## src/rtl/seg_xlate_pkg.sv

```systemverilog
package seg_xlate_pkg;
    typedef enum logic [1:0] {
        ST_IDLE  = 2'd0,
        ST_RD_LO = 2'd1,
        ST_RD_HI = 2'd2
    } xl_state_e;

    localparam int DESC_WORD_BYTES = 4;
    localparam int REAL_SHIFT      = 4;
endpackage

```

## src/rtl/seg_real_calc.sv

```systemverilog
module seg_real_calc #(
    parameter int SEG_W      = 16,
    parameter int REAL_OFS_W = 16,
    parameter int REAL_W     = 20
) (
    input  logic [SEG_W-1:0]      seg_i,
    input  logic [REAL_OFS_W-1:0] ofs_i,
    output logic [REAL_W-1:0]     lin_o
);
    import seg_xlate_pkg::*;

    logic [REAL_W-1:0] seg_shifted;
    logic [REAL_W-1:0] ofs_ext;

    always_comb begin
        seg_shifted = REAL_W'(seg_i) << REAL_SHIFT;
        ofs_ext     = REAL_W'(ofs_i);
        lin_o       = seg_shifted + ofs_ext;
    end
endmodule

```

## src/rtl/seg_desc_unpack.sv

```systemverilog
module seg_desc_unpack #(
    parameter int GRAN_SHIFT = 12
) (
    input  logic [31:0] lo_word_i,
    input  logic [31:0] hi_word_i,
    output logic [31:0] base_o,
    output logic [31:0] limit_o
);
    localparam logic [31:0] GRAN_FILL = (32'd1 << GRAN_SHIFT) - 32'd1;

    logic [19:0] raw_limit;
    logic        gran;
    logic        unused_bits;

    always_comb begin
        raw_limit = {hi_word_i[19:16], lo_word_i[15:0]};
        gran      = hi_word_i[23];
        base_o    = {hi_word_i[31:24], hi_word_i[7:0], lo_word_i[31:16]};
        if (gran) begin
            limit_o = ({12'd0, raw_limit} << GRAN_SHIFT) | GRAN_FILL;
        end else begin
            limit_o = {12'd0, raw_limit};
        end
    end

    assign unused_bits = ^{hi_word_i[22:20], hi_word_i[15:8]};
endmodule

```

## src/rtl/seg_bound_add.sv

```systemverilog
module seg_bound_add #(
    parameter int ADDR_W = 32
) (
    input  logic [ADDR_W-1:0] base_i,
    input  logic [ADDR_W-1:0] limit_i,
    input  logic [ADDR_W-1:0] offset_i,
    output logic              fault_o,
    output logic [ADDR_W-1:0] lin_o
);
    always_comb begin
        fault_o = offset_i > limit_i;
        lin_o   = fault_o ? '0 : (base_i + offset_i);
    end
endmodule

```

## src/rtl/seg_xlate.sv

```systemverilog
module seg_xlate #(
    parameter int ADDR_W      = 32,
    parameter int SEL_W       = 16,
    parameter int REAL_W      = 20,
    parameter int REAL_OFS_W  = 16,
    parameter int DESC_LOG2   = 3,
    parameter int GRAN_SHIFT  = 12
) (
    input  logic              clk,
    input  logic              rst_n,
    input  logic              req_i,
    input  logic              prot_mode_i,
    input  logic [SEL_W-1:0]  selector_i,
    input  logic [ADDR_W-1:0] offset_i,
    input  logic [ADDR_W-1:0] gdt_base_i,
    input  logic [ADDR_W-1:0] ldt_base_i,
    output logic              mem_req_o,
    output logic [ADDR_W-1:0] mem_addr_o,
    input  logic              mem_ready_i,
    input  logic [31:0]       mem_rdata_i,
    output logic              done_o,
    output logic [ADDR_W-1:0] lin_addr_o,
    output logic              limit_fault_o
);
    import seg_xlate_pkg::*;

    localparam int TI_BIT  = DESC_LOG2 - 1;
    localparam int IDX_W   = SEL_W - DESC_LOG2;

    typedef struct packed {
        xl_state_e         state;
        logic [ADDR_W-1:0] desc_addr;
        logic [ADDR_W-1:0] offset;
        logic [31:0]       word_lo;
        logic              done;
        logic              fault;
        logic [ADDR_W-1:0] lin;
        logic              was_real;
    } xl_regs_t;

    xl_regs_t r_q, r_d;

    logic [REAL_W-1:0] real_lin;
    logic [ADDR_W-1:0] seg_base;
    logic [ADDR_W-1:0] seg_limit;
    logic              bound_fault;
    logic [ADDR_W-1:0] bound_lin;
    logic [ADDR_W-1:0] table_base;
    logic [ADDR_W-1:0] index_off;
    logic              unused_sel;

    seg_real_calc #(
        .SEG_W(SEL_W), .REAL_OFS_W(REAL_OFS_W), .REAL_W(REAL_W)
    ) u_real (
        .seg_i(selector_i),
        .ofs_i(offset_i[REAL_OFS_W-1:0]),
        .lin_o(real_lin)
    );

    seg_desc_unpack #(.GRAN_SHIFT(GRAN_SHIFT)) u_unpack (
        .lo_word_i(r_q.word_lo),
        .hi_word_i(mem_rdata_i),
        .base_o   (seg_base),
        .limit_o  (seg_limit)
    );

    seg_bound_add #(.ADDR_W(ADDR_W)) u_bound (
        .base_i  (seg_base),
        .limit_i (seg_limit),
        .offset_i(r_q.offset),
        .fault_o (bound_fault),
        .lin_o   (bound_lin)
    );

    assign unused_sel = ^selector_i[TI_BIT-1:0];

    always_comb begin
        table_base = selector_i[TI_BIT] ? ldt_base_i : gdt_base_i;
        index_off  = ADDR_W'(selector_i[SEL_W-1 -: IDX_W]) << DESC_LOG2;

        r_d       = r_q;
        r_d.done  = 1'b0;
        r_d.fault = 1'b0;

        case (r_q.state)
            ST_IDLE: begin
                if (req_i) begin
                    if (prot_mode_i) begin
                        r_d.desc_addr = table_base + index_off;
                        r_d.offset    = offset_i;
                        r_d.state     = ST_RD_LO;
                    end else begin
                        r_d.done     = 1'b1;
                        r_d.lin      = ADDR_W'(real_lin);
                        r_d.was_real = 1'b1;
                    end
                end
            end
            ST_RD_LO: begin
                if (mem_ready_i) begin
                    r_d.word_lo   = mem_rdata_i;
                    r_d.desc_addr = r_q.desc_addr + ADDR_W'(DESC_WORD_BYTES);
                    r_d.state     = ST_RD_HI;
                end
            end
            ST_RD_HI: begin
                if (mem_ready_i) begin
                    r_d.done     = 1'b1;
                    r_d.fault    = bound_fault;
                    r_d.lin      = bound_lin;
                    r_d.was_real = 1'b0;
                    r_d.state    = ST_IDLE;
                end
            end
            default: r_d.state = ST_IDLE;
        endcase
    end

    always_ff @(posedge clk) begin
        if (!rst_n) begin
            r_q <= '{state: ST_IDLE, default: '0};
        end else begin
            r_q <= r_d;
        end
    end

    assign mem_req_o     = (r_q.state != ST_IDLE);
    assign mem_addr_o    = r_q.desc_addr;
    assign done_o        = r_q.done;
    assign lin_addr_o    = r_q.lin;
    assign limit_fault_o = r_q.fault;

    // Real-mode latency: accepted in idle, result next cycle
    assert_real_latency_R2: assert property (@(posedge clk) disable iff (!rst_n)
        (r_q.state == ST_IDLE && req_i && !prot_mode_i) |=> (done_o && !mem_req_o));

    // Real-mode result stays inside the 20-bit space
    assert_real_width_R3: assert property (@(posedge clk) disable iff (!rst_n)
        (done_o && r_q.was_real) |-> (lin_addr_o[ADDR_W-1:REAL_W] == '0));

    // Second descriptor word follows the first at +4
    assert_second_read_R4: assert property (@(posedge clk) disable iff (!rst_n)
        (r_q.state == ST_RD_LO && mem_ready_i) |=>
            (mem_req_o && mem_addr_o == $past(mem_addr_o) + ADDR_W'(DESC_WORD_BYTES)));

    // Read request held steady until accepted
    assert_read_hold_R5: assert property (@(posedge clk) disable iff (!rst_n)
        (mem_req_o && !mem_ready_i) |=> (mem_req_o && $stable(mem_addr_o)));

    // A fault never reports an address
    assert_fault_no_addr_R9: assert property (@(posedge clk) disable iff (!rst_n)
        limit_fault_o |-> (lin_addr_o == '0));

    // Fault flag only together with done
    assert_fault_with_done_R11: assert property (@(posedge clk) disable iff (!rst_n)
        limit_fault_o |-> done_o);

    // Busy requests are not accepted: no done while fetching the first word
    assert_busy_ignore_R10: assert property (@(posedge clk) disable iff (!rst_n)
        (r_q.state == ST_RD_LO) |=> !done_o);
endmodule

```

## config.mk

```make
export PLATFORM = sky130hd
export DESIGN_NAME = seg_xlate
export DESIGN_NICKNAME = d
export VERILOG_FILES = /design/src/rtl/seg_xlate_pkg.sv /design/src/rtl/seg_real_calc.sv /design/src/rtl/seg_desc_unpack.sv /design/src/rtl/seg_bound_add.sv /design/src/rtl/seg_xlate.sv
export SDC_FILE = /design/constraint.sdc
export NUM_CORES = 1
export LEC_CHECK = 0
export ABC_AREA = 1
export BUFFER_PORTS_ARGS = -buffer_cell sky130_fd_sc_hd__buf_2
export CAP_MARGIN = 10
export CORE_ASPECT_RATIO = 0.75
export CORE_MARGIN = 1
export CORE_UTILIZATION = 45
export DETAILED_ROUTE_END_ITERATION = 8
export GPL_TIMING_DRIVEN = 0
export PLACE_DENSITY = 0.67
export SYNTH_ARGS = -nofsm -noshare
export SYNTH_HDL_FRONTEND = slang
export SYNTH_HIERARCHICAL = 1
export SYNTH_SLANG_ARGS = --single-unit
```

## constraint.sdc

```tcl
create_clock -name clk -period 2.9 [get_ports clk]
set_input_delay 0.145 -clock clk [delete_from_list [all_inputs] [get_ports clk]]
set_output_delay 0.145 -clock clk [all_outputs]
set_load 0.02 [all_outputs]
```

Word level (Yosys, flattened, before mapping)
Cells that the tools add are included.
- flip-flop bits (word level): 132
- word-level logic and storage cells: 45
- muxes and demuxes: 16
- $add $sub $neg: 4
- order comparisons: 1
- eq/ne operators: 7
- reduce and logical (&&, ||, !) cells: 10
- operators with widths (cell ; count):
    66-bit 2-to-1 mux ; 2
    32-bit 2-to-1 mux ; 3
    33-bit 2-to-1 mux ; 2
    33-bit case mux with 2 select lines ; 1
    32-bit case mux with 2 select lines ; 1
    35-bit 2-to-1 mux ; 1
    34-bit 2-to-1 mux ; 1
    32-bit by 16-bit adder with 32-bit output ; 1
    32-bit by 3-bit adder with 32-bit output (second input constant) ; 1
    32-bit adder ; 1
    32-bit greater-than comparator ; 1
    20-bit by 16-bit adder with 20-bit output ; 1
    4-bit AND reduction ; 3
    2-bit != test (second input constant) ; 5
    2-bit case mux with 3 select lines ; 1
    3-bit AND reduction ; 2
    2-bit nonzero test ; 3
    2-bit by 1-bit == test with 1-bit output (second input constant) ; 1
    2-bit == test (second input constant) ; 1
    2-bit zero test ; 1
    1-bit 2-to-1 mux ; 2
    2-bit 2-to-1 mux ; 1
    1-bit case mux with 2 select lines ; 1
    2-bit AND reduction ; 1

Depth between registers and ports, before layout
Gate-level depths: netlist of run 1.
- word-level depth: 5
- mapped depth: 21
- gate-level depth less buffers: 18

Cells and area by module
Netlist of run 1, hierarchy kept.
- by module, submodules not included (module ; instances ; cells each ; seq. area each (µm²) ; area each (µm²)):
    seg_xlate ; 1 ; 1198 ; 2642.5 ; 7848.8
    seg_bound_add ; 1 ; 688 ; 0.0 ; 3528.4
    seg_real_calc ; 1 ; 168 ; 0.0 ; 862.1
    seg_desc_unpack ; 1 ; 96 ; 0.0 ; 516.7

Least setup slack after synthesis of run 1
No wires, ideal clock.
- kind: input-to-reg
- start point: input selector_i[2]
- end point: register r_q, in the netlist mem_addr_o[19]
- stages on the path: 18
- data required time: 2.830 ns
- path slack: 0.714 ns
- arrival time: 2.116 ns
- cells stage by stage: buf_6 > inv_6 > buf_6 > clkbuf_1 > nand2_1 > nand2_1 > ha_1 > nand2_1 > nand2_1 > nor2_1 > inv_1 > nand2_1 > nand3_1 > a21oi_1 > inv_1 > a21oi_1 > o21ai_0 > a21oi_1
- cells in the longest elaborated chain, start to end: 5
- RTL lines (what ; RTL line ; source):
    start, declared ; seg_xlate.sv:13 ; input logic [SEL_W-1:0] selector_i,
    32-bit 2-to-1 mux ; seg_xlate.sv:78 ; table_base = selector_i[TI_BIT] ? ldt_base_i : gdt_base_i;
    32-bit by 16-bit adder with 32-bit output ; seg_xlate.sv:89 ; r_d.desc_addr = table_base + index_off;
    66-bit 2-to-1 mux ; seg_xlate.sv:88 ; if (prot_mode_i) begin
    66-bit 2-to-1 mux ; seg_xlate.sv:87 ; if (req_i) begin
    32-bit case mux with 2 select lines ; seg_xlate.sv:85 ; case (r_q.state)
    end signal, assigned ; seg_xlate.sv:123 ; r_q <= r_d;
    end, declared ; seg_xlate.sv:41 ; xl_regs_t r_q, r_d;
No other way between the ends. The select of a mux whose other input is x is not followed.
A chain may end at the register's enable or synchronous reset.

Worst setup path in the final report of run 1
- start point: input selector_i[2]
- end point: register r_q, in the netlist mem_addr_o[22]
Same word-level chain as after synthesis.

==> impl_metrics.toml, run 1 <==
[clock_network]
root_buffer = "clkbuf_16"
cts_made_buffers = 17
insertion_delay_ns = 0.44
clockBufferDepth = 2
clk_pin_slew_worst_paths_ns = 0.06
post_cts_buffers = 0
htreeDepth = 4
cts.sinks = 132
cts_tree = "done"

[layout]
postLayoutCellArea_um2 = 15440
num-fill-cells = 2833
drive_gt1_share_pct = 18.27
final_cells = 2833
layout_commonest_cell = "nand2_1"
areaGrowthSynthToFinish_pct = 21.06
layout_common_cells = "614 x nand2_1, 297 x inv_1, 261 x nor2_1"
layout.nets = 2680

[worst_setup_path]
worstPathCellList = "buf_2 > buf_6 > inv_6 > buf_6 > clkbuf_1 > nand2_1 > nand2_1 > ha_1 > nand2_1 > inv_1 > nand2_1 > and2_1 > nand3_1 > nand2_1 > nand2_1 > o21ai_0 > a21oi_1"
crit_top_cell = "nand2_1"
worstPathMaxFanout = 10
crit_type = "in2reg"
endpoint = "mem_addr_o[22]$_SDFFE_PN0P_"
end_kind = "flip-flop"
crit_required_ns = 3.20
critPathLaunchType = "input pin"
cp.arrival_ns = 3.07
worstSetupStartpoint = "selector_i[2]"
r2r_start = "r_q[132]$_SDFFE_PN0P_"
r2r_setup_slack_ns = 0.17
crit_slowest_cell = "o21ai_0"
reg2reg_to = "mem_addr_o[1]$_SDFFE_PN0P_"
max_stage_delay_ns = 0.64
reg2reg_depth = 7

[floorplanning]
core-area_um2 = 27390
pin_count = 216
fp.dieW_um = 196.4
die_h_um = 147.8
rows = 52
initial_core_util_pct = 46.57
dieArea_um2 = 29030

[global_routing]
antenna_found_initial = 4
first_global_vias = 12720
grt_max_degree = 17
grtUsageTotal_pct = 32.46
gr-total-overflow = 0
grt_pass1_wl_um = 71190

[place]
dp_hpwl_um = 38960
dp_cells = 2743
placed_cell_area_um2 = 14310
io_buffers = 215
place_ws_ns = -0.1758
place.gp.congestion = 0.9534

[yosys]
synth_enable_flop_cells = 0
synth.avg_cell_area_um2 = 5.933
ys_warn_count = 6
syn-num-nets = 2391
ys_ff_latch = 132
yosysUniqueCellTypes = 48
async_reset_ff_share_pct = 0
synth_cells = 2150
syn_area_um2 = 12760
ys.flop_type = "dfxtp_1"
synth_seq_area_share_pct = 20.72

[route]
viasPerCell = 5.078
drt_iter0_drc = 1632
vias = 14390
finalWirelength_um = 46910
first_pass_iters = 6
wl_per_cell_um = 16.56
drc = 0
ant_nets = 0

[sta]
final_hold_viol_count = 0
max_slew_margin_pct = 32.86
fin_crit_ns = 2.773
fmax_mhz = 360.7
final-max-slew-violation-count = 0
period_share_pct = 95.61
fin_ws_ns = 0.1274
rsz0062_at_grt = "false"
setup_violations = 0
fin_skew_ns = 0.01321
tightest_slew_ns = 1.007

[pwr]
power_leakage_nw = 8.496
ir_drop_mv = 0.4349
power.total_mw = 6.316
powerDensity_nw_per_um2 = 409.0

[run]
maxCapViolCount = 0

[worst_hold_path]
hold_class = "in2reg"

[status]
outcome = "completed"
-- worst max-delay path, delay by kind of cell --
family | cells | cell delay, ns
fa+ha+maj | 1 | 0.30
simple gates | 8 | 0.91
compound gates | 2 | 0.79
buf+inv | 6 | 0.91
-- sequential cells by signal, summed over array words and instances, names as in the netlist --
register,cells
lin_addr_o,32
limit_fault_o,1
done_o,1
r_q,66
mem_addr_o,32
-- worst min path at each step --
stage	end	cells past startpoint	start
after floorplan	r_q[47]$_SDFFE_PN0P_	2	mem_rdata_i[12]
after global placement	r_q[44]$_SDFFE_PN0P_	3	mem_rdata_i[9]
after detailed placement	r_q[85]$_SDFFE_PN0P_	3	offset_i[18]
after CTS	r_q[62]$_SDFFE_PN0P_	3	mem_rdata_i[27]
after global routing	r_q[62]$_SDFFE_PN0P_	3	mem_rdata_i[27]
final	r_q[71]$_SDFFE_PN0P_	3	offset_i[4]
-- cells by family after synthesis --
| family | count (synthesis) | synth area share (%) |
|---|---|---|
| buf+inv | 465 | 17.28 |
| xor+xnor | 42 | 2.884 |
| mux | 1 | 0.07847 |
| compound gates | 316 | 13.42 |
| fa+ha+maj | 92 | 9.201 |
| flops | 132 | 20.72 |
| simple gates | 1102 | 36.42 |
-- routing by layer --
layer,part of all wire [%],track usage [%],wire length (um)
met1,50,51.55,23530
met2,38,42.87,17610
met3,11,7.118,5121
met4,1.4,7.383,637
met5,0.028,0,13
-- cells in the mapped netlist, types with 4 or more instances --
library cell	n	share of area (%)
or2_2	5	0.25
inv_1	297	8.7
xor2_1	22	1.5
buf_2	8	0.31
dfxtp_1	132	21
buf_6	6	0.53
clkbuf_1	41	1.2
nor3_2	8	0.63
nor3_1	18	0.71
nand3b_1	8	0.47
nor2_1	261	7.7
nand4_1	24	1.2
and2_1	7	0.34
xnor2_1	20	1.4
a22oi_1	21	1.2
nand2_1	614	18
o21ai_0	135	5.3
or2_1	12	0.59
a31oi_1	13	0.64
o21bai_1	4	0.24
ha_1	89	8.7
nor2_2	19	0.93
o21ai_1	5	0.20
inv_2	5	0.15
nand3_1	82	3.2
nand2_2	34	1.7
a21oi_2	4	0.27
buf_4	102	6.0
a21oi_1	123	4.8
-- where the power goes --
| part | total (mW) | switching [mW] | internal [mW] |
|---|---|---|---|
| Clock | 2.14 | 0.936 | 1.20 |
| Combinational | 2.11 | 1.31 | 0.796 |
| Sequential | 2.07 | 0.145 | 1.93 |
| Total | 6.32 | 2.39 | 3.92 |
-- timing repair --
action	CTS	global route
hold buffers	56	0
gates resized for setup	0	3
setup endpoints to repair	0	6
endpoints found under the hold margin	54	0
-- final cells by class --
| class | instances | area [um^2] | area share (%) |
|---|---|---|---|
| well taps | 378 | 473.0 | 3.063 |
| clock inverters | 15 | 147.6 | 0.9561 |
| diodes | 3 | 7.507 | 0.04861 |
| flip-flops and latches | 132 | 2643 | 17.11 |
| clock buffers | 17 | 425.4 | 2.755 |
| multi-input cells | 1553 | 7909 | 51.22 |
| repair buffers | 271 | 1637 | 10.60 |
| plain buffers | 159 | 1051 | 6.806 |
| inverters | 305 | 1150 | 7.446 |
-- through the flow --
step / utilization, % / TNS, ns / hold WS, ns
finish: 56.38 / 0 / 0.009635
global route: 56.38 / 0 / 0.01931
CTS: 56.36 / 0 / 0.00008346
detailed placement: 52.22 / -0.5497 / 0.3726
global placement: 52.22 / -0.4932 / 0.3671
floorplan: - / 0 / 0.2799
No activity file was read; power rests on OpenSTA's default activity.
==> run 2, diff against run 1 <==
REMOVE_ABC_BUFFERS = 1   (was unset)
==> run 2 against run 1 <==
First-iteration DRC count fell by 16%. Global-route usage fell by 1.9 points. Critical endpoint is now mem_addr_o[1]$_SDFFE_PN0P_. Sequential power barely moved. Power barely moved. Design area fell by 4.3%. Register-to-register slack got worse by 0.06 ns. Non-clock buffer count fell by 144. Clock-buffer cell count rose by 6. Fmax fell by 0.76%. Largest power group unchanged. Combinational power fell by 6%. Largest cell class unchanged. Clock skew rose by 0.0016 ns.
==> impl_metrics.toml, run 2 (synthesis gave the netlist of run 1 again) <==
[status]
outcome = "completed"

[pwr]
ir_drop_mv = 0.4330
power_leakage_nw = 7.963
powerDensity_nw_per_um2 = 427.7

[global_routing]
grt_max_degree = 85
grtUsageTotal_pct = 30.53
first_global_vias = 12120
gr-total-overflow = 0
antenna_found_initial = 4
grt_pass1_wl_um = 68250

[clock_network]
cts.sinks = 132
cts_made_buffers = 17
root_buffer = "clkbuf_16"
insertion_delay_ns = 0.44
clockBufferDepth = 2
htreeDepth = 4
cts_tree = "done"
clk_pin_slew_worst_paths_ns = 0.06

[worst_setup_path]
reg2reg_depth = 5
reg2reg_to = "mem_addr_o[1]$_SDFFE_PN0P_"
critPathLaunchType = "flip-flop"
crit_type = "reg2reg"
crit_required_ns = 3.21
worstPathMaxFanout = 19
crit_slowest_cell = "nor2_2"
max_stage_delay_ns = 0.93
r2r_start = "r_q[132]$_SDFFE_PN0P_"
worstSetupStartpoint = "r_q[132]$_SDFFE_PN0P_"
crit_family = "simple AND/OR/NAND/NOR gates"
r2r_setup_slack_ns = 0.11
end_kind = "flip-flop"
cp.arrival_ns = 3.11
worstPathCellList = "nor2_1 > inv_1 > nor2_2 > a31oi_1 > dlygate4sd3_1"
cp_num_buf_inv = 2

[layout]
seqCellArea_um2 = 2643
largest-register = "r_q"
num-fill-cells = 2850
areaGrowthSynthToFinish_pct = 15.81
largest_reg_flops = 66
postLayoutCellArea_um2 = 14770
drive_gt1_share_pct = 15.33
final_cells = 2696
layout.nets = 2543
layout_commonest_cell = "nand2_1"
multi_input_area_um2 = 7989
layout_common_cells = "613 x nand2_1, 295 x inv_1, 257 x nor2_1"

[route]
drc = 0
viasPerCell = 5.188
finalWirelength_um = 45370
vias = 13990
drt_iter0_drc = 1368
wl_per_cell_um = 16.83
ant_nets = 0
first_pass_iters = 5

[floorplanning]
fp.dieW_um = 196.4
rows = 52
dieArea_um2 = 29030
initial_core_util_pct = 46.57
core-area_um2 = 27390
pin_count = 216
die_h_um = 147.8

[sta]
final_hold_viol_count = 0
final-max-slew-violation-count = 0
fmax_mhz = 357.9
setup_violations = 0
hold_slack_ns = 0.01767
max_slew_margin_pct = 25.30
fin_skew_ns = 0.01477
period_share_pct = 96.34
tightest_slew_ns = 1.119
fin_crit_ns = 2.794

[worst_hold_path]
whs_endpoint = "r_q[53]$_SDFFE_PN0P_"
worstHoldPathCells = 3
hold_class = "in2reg"
min_from = "mem_rdata_i[18]"

[place]
dp_hpwl_um = 34280
placed_cell_area_um2 = 13370
place.gp.congestion = 0.9578
io_buffers = 215
dp_cells = 2588

[run]
maxCapViolCount = 0
## run 2: changes by cell type in the layout (fill, tap and decap cells not counted), moves of 5 or more
cell,before,now
inv_6,6,1
clkinvlp_4,3,9
clkbuf_1,39,4
buf_2,223,213
buf_4,102,6
buf_6,6,1
## run 2: worst max-delay path by stage
stage / endpoint / slack [ns] / cells past startpoint
3_5_place_dp: mem_addr_o[10]$_SDFFE_PN0P_ / -1.53 / 10
6_report: mem_addr_o[1]$_SDFFE_PN0P_ / 0.11 / 5
3_3_place_gp: mem_addr_o[10]$_SDFFE_PN0P_ / -2.51 / 8
5_1_grt: lin_addr_o[3]$_SDFFE_PN0P_ / -0.001 / 15
4_1_cts: lin_addr_o[10]$_SDFFE_PN0P_ / 0.02 / 15
2_1_floorplan: mem_addr_o[10]$_SDFFE_PN0P_ / -0.34 / 9
## run 2: per-layer routing
| layer | GRT usage, % | up-vias | share of wire [%] |
|---|---|---|---|
| met5 | 0 | - | 0.029 |
| met4 | 5.547 | 2 | 1.1 |
| met3 | 8.373 | 32 | 13 |
| met2 | 40.74 | 624 | 37 |
| met1 | 47.58 | 6346 | 49 |
| li1 | - | 6982 | - |
## run 2: per-stage QoR
stage	worst slack, ns	setup TNS, ns	util, %	total power, mW
2_1_floorplan	-0.3376	-13.67	-	3.201
3_3_place_gp	-2.514	-232.75	48.37	3.830
3_5_place_dp	-1.526	-77.90	48.82	3.874
4_1_cts	0.01909	0	53.38	6.225
5_1_grt	-0.001317	-0.001487	53.92	6.622
6_report	0.1060	0	53.93	6.319
## run 2: worst min-delay path, delay by kind of cell
kind / cells / cell delay, ns
buf+inv: 1 / 0.12
simple gates: 2 / 0.14
## run 2: layout make-up
class,instances,share of cell area (%)
Timing Repair inverter,4,0.2033
Antenna cell,3,0.05082
Clock inverter,9,0.8639
Tap cell,378,3.201
Clock buffer,23,3.168
Inverter,305,7.834
Multi-Input combinational cell,1556,54.08
Timing Repair Buffer,286,12.71
Sequential cell,132,17.89
## run 2: timing repair
item	4_1_cts	5_1_grt
endpoints found under the hold margin	57	0
pin swaps	2	3
hold buffers	59	0
gates cloned	4	3
endpoints found under the setup margin	83	44
buffers inserted	0	6
gates resized for setup	10	9
## run 2: where the power goes
group | switching [mW] | leakage (nW) | internal, mW
Combinational | 1.28 | 6.60 | 0.704
Clock | 0.871 | 0.283 | 1.39
Sequential | 0.140 | 1.08 | 1.93
Total | 2.29 | 7.96 | 4.03
